[src/rtl/tsm_pkg.sv]
package tsm_pkg;

    typedef enum logic [1:0] {
        TS_RUN = 2'd0,
        TS_RDY = 2'd1,
        TS_BLK = 2'd2,
        TS_SUS = 2'd3
    } tsm_state_e;

    typedef enum logic [1:0] {
        WK_STATE = 2'd0,
        WK_PRIO  = 2'd1,
        WK_TIMER = 2'd2,
        WK_LOCK  = 2'd3
    } tsm_wkind_e;

    // A task competes for the engine while Running or Ready
    function automatic logic is_contender(input logic [1:0] s);
        return (s == TS_RUN) || (s == TS_RDY);
    endfunction

endpackage

[src/rtl/tsm_task_slot.sv]
module tsm_task_slot
    import tsm_pkg::*;
#(
    parameter int PRIO_W = 3,
    parameter int TMR_W  = 8,
    parameter int ID_W   = 3,
    parameter int MY_ID  = 0
) (
    input  logic              clk,
    input  logic              rst,
    input  logic              tick,
    input  logic              wr_en,
    input  logic [1:0]        wr_kind,
    input  logic [ID_W-1:0]   wr_id,
    input  logic [TMR_W-1:0]  wr_data,
    output logic [1:0]        state_o,
    output logic [PRIO_W-1:0] prio_o
);

    tsm_state_e        state_q, state_d;
    logic [PRIO_W-1:0] prio_q;
    logic [TMR_W-1:0]  timer_q, timer_d;
    logic              hit, st_wr, tm_wr, pr_wr;

    assign hit   = wr_en && (wr_id == ID_W'(MY_ID));
    assign st_wr = hit && (wr_kind == WK_STATE);
    assign tm_wr = hit && (wr_kind == WK_TIMER);
    assign pr_wr = hit && (wr_kind == WK_PRIO);

    always_comb begin
        state_d = state_q;
        timer_d = timer_q;
        if (state_q == TS_RDY) begin
            state_d = TS_RUN;
        end
        if (tick && (timer_q != '0)) begin
            timer_d = timer_q - TMR_W'(1);
            if ((timer_q == TMR_W'(1)) && (state_q == TS_BLK)) begin
                state_d = TS_RDY;
            end
        end
        if (st_wr) begin
            state_d = tsm_state_e'(wr_data[1:0]);
        end
        if (tm_wr) begin
            timer_d = wr_data;
        end
    end

    always_ff @(posedge clk) begin
        if (rst) begin
            state_q <= TS_BLK;
            timer_q <= '0;
            prio_q  <= '0;
        end else begin
            state_q <= state_d;
            timer_q <= timer_d;
            if (pr_wr) begin
                prio_q <= wr_data[PRIO_W-1:0];
            end
        end
    end

    assign state_o = state_q;
    assign prio_o  = prio_q;

    p_promote_r2: assert property (@(posedge clk) disable iff (rst)
        (state_q == TS_RDY && !st_wr) |=> (state_q == TS_RUN));

    p_write_wins_r7: assert property (@(posedge clk) disable iff (rst)
        st_wr |=> (state_q == tsm_state_e'($past(wr_data[1:0]))));

    p_timer_dec_r6: assert property (@(posedge clk) disable iff (rst)
        (tick && timer_q != '0 && !tm_wr) |=> (timer_q == $past(timer_q) - TMR_W'(1)));

    p_expire_wake_r6: assert property (@(posedge clk) disable iff (rst)
        (tick && timer_q == TMR_W'(1) && state_q == TS_BLK && !st_wr) |=> (state_q == TS_RDY));

    p_load_wins_r9: assert property (@(posedge clk) disable iff (rst)
        tm_wr |=> (timer_q == $past(wr_data)));

endmodule

[src/rtl/tsm_prio_arbiter.sv]
module tsm_prio_arbiter
    import tsm_pkg::*;
#(
    parameter int N_TASKS = 8,
    parameter int PRIO_W  = 3
) (
    input  logic [N_TASKS-1:0][1:0]        st_vec,
    input  logic [N_TASKS-1:0][PRIO_W-1:0] pr_vec,
    output logic [N_TASKS-1:0]             stall_base
);

    for (genvar gi = 0; gi < N_TASKS; gi++) begin : g_task
        logic outranked;
        always_comb begin
            outranked = 1'b0;
            for (int j = 0; j < N_TASKS; j++) begin
                if (is_contender(st_vec[j]) && (pr_vec[j] > pr_vec[gi])) begin
                    outranked = 1'b1;
                end
            end
        end
        assign stall_base[gi] = (st_vec[gi] != TS_RUN) || outranked;
    end

endmodule

[src/rtl/tsm_dispatch_lock.sv]
module tsm_dispatch_lock #(
    parameter int N_TASKS = 8,
    parameter int ID_W    = 3
) (
    input  logic               clk,
    input  logic               rst,
    input  logic               req_valid,
    input  logic               req_take,
    input  logic [ID_W-1:0]    req_id,
    input  logic [N_TASKS-1:0] stall_base,
    output logic [N_TASKS-1:0] stall_o
);

    logic               lock_on_q;
    logic [ID_W-1:0]    owner_q;
    logic [N_TASKS-1:0] owner_hot;
    logic               may_take, may_free;

    assign may_take = req_valid && req_take && (!lock_on_q || owner_q == req_id);
    assign may_free = req_valid && !req_take && lock_on_q && (owner_q == req_id);

    always_ff @(posedge clk) begin
        if (rst) begin
            lock_on_q <= 1'b0;
            owner_q   <= '0;
        end else if (may_take) begin
            lock_on_q <= 1'b1;
            owner_q   <= req_id;
        end else if (may_free) begin
            lock_on_q <= 1'b0;
        end
    end

    // one-hot decode of the owner, used to leave its line alone
    for (genvar gd = 0; gd < N_TASKS; gd++) begin : g_dec
        assign owner_hot[gd] = lock_on_q && (owner_q == ID_W'(gd));
        assign stall_o[gd]   = (lock_on_q && !owner_hot[gd]) ? 1'b1 : stall_base[gd];

        p_forced_r4: assert property (@(posedge clk) disable iff (rst)
            (lock_on_q && owner_q != ID_W'(gd)) |-> stall_o[gd]);
    end

    p_owner_hot_r5: assert property (@(posedge clk) disable iff (rst)
        $onehot0(owner_hot));

    p_owner_free_r5: assert property (@(posedge clk) disable iff (rst)
        lock_on_q |-> (stall_o[owner_q] == stall_base[owner_q]));

    p_foreign_ignored_r8: assert property (@(posedge clk) disable iff (rst)
        (lock_on_q && req_valid && req_id != owner_q) |=> (lock_on_q && owner_q == $past(owner_q)));

endmodule

[src/rtl/task_stall_mgr.sv]
module task_stall_mgr
    import tsm_pkg::*;
#(
    parameter int N_TASKS = 8,
    parameter int PRIO_W  = 3,
    parameter int TMR_W   = 8,
    localparam int ID_W   = (N_TASKS > 1) ? $clog2(N_TASKS) : 1
) (
    input  logic                 clk,
    input  logic                 rst,
    input  logic                 tick,
    input  logic                 wr_en,
    input  logic [1:0]           wr_kind,
    input  logic [ID_W-1:0]      wr_id,
    input  logic [TMR_W-1:0]     wr_data,
    output logic [N_TASKS-1:0]   stall_o,
    output logic [2*N_TASKS-1:0] state_o
);

    logic [N_TASKS-1:0][1:0]        st_vec;
    logic [N_TASKS-1:0][PRIO_W-1:0] pr_vec;
    logic [N_TASKS-1:0]             stall_base;

    for (genvar gt = 0; gt < N_TASKS; gt++) begin : g_slot
        tsm_task_slot #(
            .PRIO_W (PRIO_W),
            .TMR_W  (TMR_W),
            .ID_W   (ID_W),
            .MY_ID  (gt)
        ) u_slot (
            .clk     (clk),
            .rst     (rst),
            .tick    (tick),
            .wr_en   (wr_en),
            .wr_kind (wr_kind),
            .wr_id   (wr_id),
            .wr_data (wr_data),
            .state_o (st_vec[gt]),
            .prio_o  (pr_vec[gt])
        );
        assign state_o[2*gt +: 2] = st_vec[gt];

        p_unstalled_runs_r3: assert property (@(posedge clk) disable iff (rst)
            !stall_o[gt] |-> (st_vec[gt] == TS_RUN));
    end

    tsm_prio_arbiter #(
        .N_TASKS (N_TASKS),
        .PRIO_W  (PRIO_W)
    ) u_arb (
        .st_vec     (st_vec),
        .pr_vec     (pr_vec),
        .stall_base (stall_base)
    );

    tsm_dispatch_lock #(
        .N_TASKS (N_TASKS),
        .ID_W    (ID_W)
    ) u_lock (
        .clk        (clk),
        .rst        (rst),
        .req_valid  (wr_en && (wr_kind == WK_LOCK)),
        .req_take   (wr_data[0]),
        .req_id     (wr_id),
        .stall_base (stall_base),
        .stall_o    (stall_o)
    );

endmodule

[config.mk]
export PLATFORM = sky130hd
export DESIGN_NAME = task_stall_mgr
export DESIGN_NICKNAME = d
export VERILOG_FILES = /design/src/rtl/tsm_pkg.sv /design/src/rtl/tsm_task_slot.sv /design/src/rtl/tsm_prio_arbiter.sv /design/src/rtl/tsm_dispatch_lock.sv /design/src/rtl/task_stall_mgr.sv
export SDC_FILE = /design/constraint.sdc
export NUM_CORES = 1
export LEC_CHECK = 0
export BUFFER_PORTS_ARGS = -buffer_cell sky130_fd_sc_hd__clkbuf_2
export CAP_MARGIN = 40
export CORE_ASPECT_RATIO = 1.25
export CORE_MARGIN = 5
export CORE_UTILIZATION = 60
export DETAILED_ROUTE_END_ITERATION = 16
export PLACE_DENSITY = 0.78
export SLEW_MARGIN = 15
export SYNTH_ARGS = -nofsm -noshare
export SYNTH_HDL_FRONTEND = slang
export SYNTH_SLANG_ARGS = --single-unit
[constraint.sdc]
create_clock -name clk -period 4.4 [get_ports clk]
set_clock_uncertainty 0.15 [all_clocks]
set_input_delay 0.22 -clock clk [delete_from_list [all_inputs] [get_ports clk]]
set_output_delay 0.22 -clock clk [all_outputs]
set_load 0.005 [all_outputs]
== Word level (Yosys, flattened, before mapping) ==
Cells that the tools add are included.
Word-level totals
  bits in registers: 108
  latch bits: 0
  bits in writable memories: 0
  ROM bits: 0
  bits of input ports: 17
  output and inout port bits: 24
  memories: 0
Operators by class
  add/subtract/negate cells: 8
  multipliers: 0
  div/mod/pow operators: 0
  $lt $le $gt $ge: 64
  equal/unequal tests: 42
  shift-type cells: 0
  mux-type cells: 122
  bitwise gates (word level): 0
  reduce and logical (&&, ||, !) cells: 197
Operators by type and width (number)
  $gt A3 B3 Y1: 64
  $logic_and A1 B1 Y1: 134
  $mux W8: 16
  $mux W1: 74
  $eq A8 B1 Y1 const B: 8
  $mux W2: 32
  $reduce_bool A8 Y1: 8
  $sub A8 B1 Y8 const B: 8
  $reduce_bool A2 Y1: 17
  $eq A3 B3 Y1 const B: 8
  $eq A2 B2 Y1 const B: 10
  $eq A2 B1 Y1 const B: 9
  $logic_not A2 Y1: 9
  $logic_or A1 B1 Y1: 17
  $eq A3 B2 Y1 const B: 4
  $logic_not A1 Y1: 10
  $eq A3 B1 Y1 const B: 2
  $logic_not A3 Y1: 2
  $eq A3 B3 Y1: 1

== Depth between registers and ports, before layout ==
  depth after elaboration: 13
  mapped depth: 7
  gate-level depth less buffers: 6

== By module ==
A second synthesis with hierarchy kept.
Unflattened totals
  cells, all modules: 974
  area, all modules: 8356.8 um^2
Modules (own cells, without submodules)
  tsm_task_slot at g_slot[1].u_slot ...: instances 3, cells an instance 82, area each 734.5 um^2, seq. area each 260.2 um^2
  tsm_task_slot at g_slot[3].u_slot ...: instances 3, cells an instance 82, area each 730.7 um^2, seq. area each 260.2 um^2
  tsm_prio_arbiter: instances 1, cells an instance 274, area each 2104.5 um^2, seq. area each 0.0 um^2
  tsm_task_slot at g_slot[0].u_slot: instances 1, cells an instance 82, area each 732.0 um^2, seq. area each 260.2 um^2
  tsm_task_slot at g_slot[7].u_slot: instances 1, cells an instance 82, area each 726.9 um^2, seq. area each 260.2 um^2
  tsm_dispatch_lock: instances 1, cells an instance 43, area each 391.6 um^2, seq. area each 80.1 um^2
  task_stall_mgr: instances 1, cells an instance 1, area each 6.3 um^2, seq. area each 0.0 um^2

== Least setup slack after synthesis ==
OpenSTA, ideal clock, no wires.
  kind: register to output
  start point: reg g_slot[1].u_slot.prio_q[2]
  end point: out stall_o[1]
  data arrival time: 1869 ps
  data required time: 4030 ps
  setup slack: 2161 ps
  stages on the path, launching flop included: 7
  cells stage by stage: dfxtp_1 -> inv_1 -> ha_1 -> nor2b_1 -> a221oi_1 -> o22ai_1 -> or4_1
Between the ends
  word-level cells in the longest chain between the ends: 12
  elaborated cells between the ends (all ways): 26
  those cells by class: order compare: 8; mux: 9; reduce/logical: 9
RTL lines
  start, declared: RTL line tsm_task_slot.sv:21  | logic [PRIO_W-1:0] prio_q;
  start signal, assigned: RTL line tsm_task_slot.sv:59  | prio_q <= wr_data[PRIO_W-1:0];
  $gt A3 B3 Y1: RTL line tsm_prio_arbiter.sv:17  | if (is_contender(st_vec[j]) && (pr_vec[j] > pr_vec[gi])) begin
  $logic_and A1 B1 Y1: RTL line tsm_prio_arbiter.sv:17
  $mux W1 (7 in a row): RTL line tsm_prio_arbiter.sv:17
  $mux W1 *: RTL line tsm_prio_arbiter.sv:17
  $logic_or A1 B1 Y1 *: RTL line tsm_prio_arbiter.sv:22  | assign stall_base[gi] = (st_vec[gi] != TS_RUN) || outranked;
  $mux W1 *: RTL line tsm_dispatch_lock.sv:37  | assign stall_o[gd] = (lock_on_q && !owner_hot[gd]) ? 1'b1 : stall_base[gd];
  end, declared: RTL line task_stall_mgr.sv:16  | output logic [N_TASKS-1:0] stall_o,
Every way passes the cells marked *; elsewhere a longest branch is shown, timed or not.

== Worst setup path after layout ==
Same ends and word-level chain as after synthesis.

==> metrics.txt <==
status finished clean; iteration count of the initial detailed-routing pass 5; max-slew violation count 0; post-CTS setup buffer count 0; Syn-to-layout area delta 5.64%; WS Path Type reg -> out; post-synthesis sequential area ratio 0.268; # setup viols final 0; vias per cell 6.62; Reg clk slew, reported paths 0.07 ns; CTS-repair resized insts 0; Worst-Margin Slew 0.852 ns; FF+latch area 0.00216 sq mm; CTS tree done; pwr dens 482 mW/mm^2; crit path capture stall_o[1]; area occupied by multi-input gates 0.00544 sq mm; Yosys top cell by area dfxtp_1; first-pass GRT wire length 37.5 mm; H-Tree Depth 3; Synth Net Count 1118; layout cell share with drive strength beyond 1 0.0812; clock share of power 0.187; drt drc 0; initial antenna violation count 0; max_slew headroom 0.427; Synth async-reset ratio 0; core region area 0.0132 sq mm; Sw Share 0.405; highest-count cells in the layout ignoring fill and taps dfxtp_1 (108), nor2_1 (102), ha_1 (100), nand2_1 (82), a211oi_1 (59); clk root buf clkbuf_16; pin count of the biggest net entering global routing 77; Final WS setup 1.31 ns; Worst Setup SP g_slot[1].u_slot.prio_o[2]; Die X 114 um; Mapped Area 0.00806 sq mm; Post-DRT Antenna Nets 0; die area 0.0159 sq mm; power share of the combinational group 0.431; Num CTS Buffers 9; Int Power 2.44 mW; maximum clock frequency 0.324 GHz; CP max FO 8; fin crit period 3.09 ns; Iteration-0 DRC Markers 676; routed via count 7742; Worst-Skew Late Latency 0.35 ns; IO Pins 41; LEAKAGE 3.23 nW; mean area per synthesized cell 8.05 sq um; RR Endpoint g_slot[5].u_slot.timer_q[0]; WL per Instance 19.7 um; CTS Hold Buffers Added 0; Final #Nets 1111; Sw Pwr 1.66 mW; Initial Utilization 0.609; Mapped Cells 1001; Main synth FF type dfxtp_1; GRT Total Usage 0.291; GRT overflow 0; WP data required 4.03 ns; leading cell type in the layout, fill and taps excluded dfxtp_1; ranking of synthesized cells by area dfxtp_1 (27%), ha_1 (16%), a211oi_1 (5.5%); Fillers 1174; Core Util, Final 0.643; vias in the first global route 7323; Final Hold Vio Count 0; type of origin of the critical path flop; R2R depth 4; type of the worst min-delay path in -> reg; Flop pwr share 0.382; Setup TNS 0 ns; Synthesis Warnings 0; post-DP HPWL 16.6 mm; r2r startpoint g_slot[5].u_slot.timer_q[4]; Design Power 4.10 mW; ANT cells 0; Sink Count 108; reg2reg setup slack 2.32 ns; number of synthesized flops with an enable pin 0; maximum vdd drop 0.399 mV; IO Port Bufs 40; #FFs+latches synth 108; WP data arrival 2.72 ns; CTS max path bufs 2; Max Cap Violations 0; RSZ-0062 raised after global routing no; Fin Hold WS 0.0885 ns; Die Span Y 140 um; post-synth top area share 0.268; gpl congestion 0.994; Cell variety after synth 72; Final period util 0.702; pre-CTS setup slack 1.72 ns; CP Capture Type primary output; num rows 47; Routed WL 23.0 mm
==> stage by stage <==
stage | std cells | area, sq um
4_1_cts | 1168 | 8510
3_3_place_gp | 1153 | 8230
3_5_place_dp | 1153 | 8230
2_1_floorplan | 1001 | 8060
5_1_grt | 1169 | 8510
6_report | 1169 | 8510
==> registers in the layout, summed over array words and instances, names as in the netlist <==
signal	cells
g_slot.u_slot.prio_o	24
u_lock.lock_on_q	1
u_lock.owner_q	3
g_slot.u_slot.state_o	16
g_slot.u_slot.timer_q	64
==> layer usage <==
metal  GRT usage  share of wire  vias up
met5           0              0        -
met4       0.126          0.039        0
met3      0.0430          0.058       70
met2       0.487           0.48      247
met1       0.369           0.42     3652
li1            -              -     3773
==> synthesized netlist by cell type, types with 8 or more instances <==
library cell and instances:
clkbuf_1 38, a211oi_1 59, a311oi_1 9, nand2_1 82, buf_2 15, o21ai_0 41, nand2b_1 9, mux2i_1 18
a221o_1 12, or4_1 13, a221oi_1 11, a21oi_1 54, nor2_1 102, nand3_1 32, a31oi_1 29, dfxtp_1 108
nand3b_1 11, nor2b_1 8, nor3_1 22, nand4_1 9, nor4_1 22, xor2_1 8, xnor2_1 19, or3_1 8
inv_1 52, ha_1 100
==> worst min-delay path by stage <==
stage / start / endpoint / slack [ns] / cells past startpoint
floorplan: g_slot[4].u_slot.prio_o[1] / g_slot[4].u_slot.prio_o[1] / 0.30 / 2
global placement: g_slot[1].u_slot.prio_o[0] / g_slot[1].u_slot.prio_o[0] / 0.34 / 2
detailed placement: g_slot[4].u_slot.prio_o[1] / g_slot[4].u_slot.prio_o[1] / 0.35 / 2
CTS: wr_id[1] / u_lock.owner_q[1] / 0.08 / 3
global route: wr_id[1] / u_lock.owner_q[1] / 0.12 / 3
finish: wr_id[1] / u_lock.owner_q[1] / 0.09 / 3
==> power by group through the flow <==
stage	Clock, mW	Sequential, mW	Combinational, mW
floorplan	0	1.47	1.44
global placement	0	1.57	1.70
detailed placement	0	1.57	1.72
CTS	0.778	1.56	1.73
global route	0.824	1.61	1.98
finish	0.767	1.57	1.77
==> worst max-delay path: stages (launching register included) <==
cell      delay [ns]
dfxtp_1         0.61
inv_1           0.10
ha_1            0.34
nor2b_1         0.14
a221oi_1        0.40
o22ai_1         0.15
or4_1           0.52
clkbuf_2        0.13
==> cell families after synthesis <==
family,synth area share
XOR/XNOR,0.0294
buffers and inverters,0.0564
flip-flops,0.268
AND/OR/NAND/NOR,0.231
adder cells (fa/ha/maj),0.155
AO/OA/AOI/OAI,0.237
multiplexers,0.0224
==> area by class of cell <==
type | count | share of cell area
multi-input combinational | 779 | 0.639
sequential | 108 | 0.254
clock buffer | 9 | 0.0265
timing repair buffer | 42 | 0.0253
tap | 171 | 0.0251
inverter | 54 | 0.0238
clock inverter | 6 | 0.00603
(Power assumes the default switching activity.)
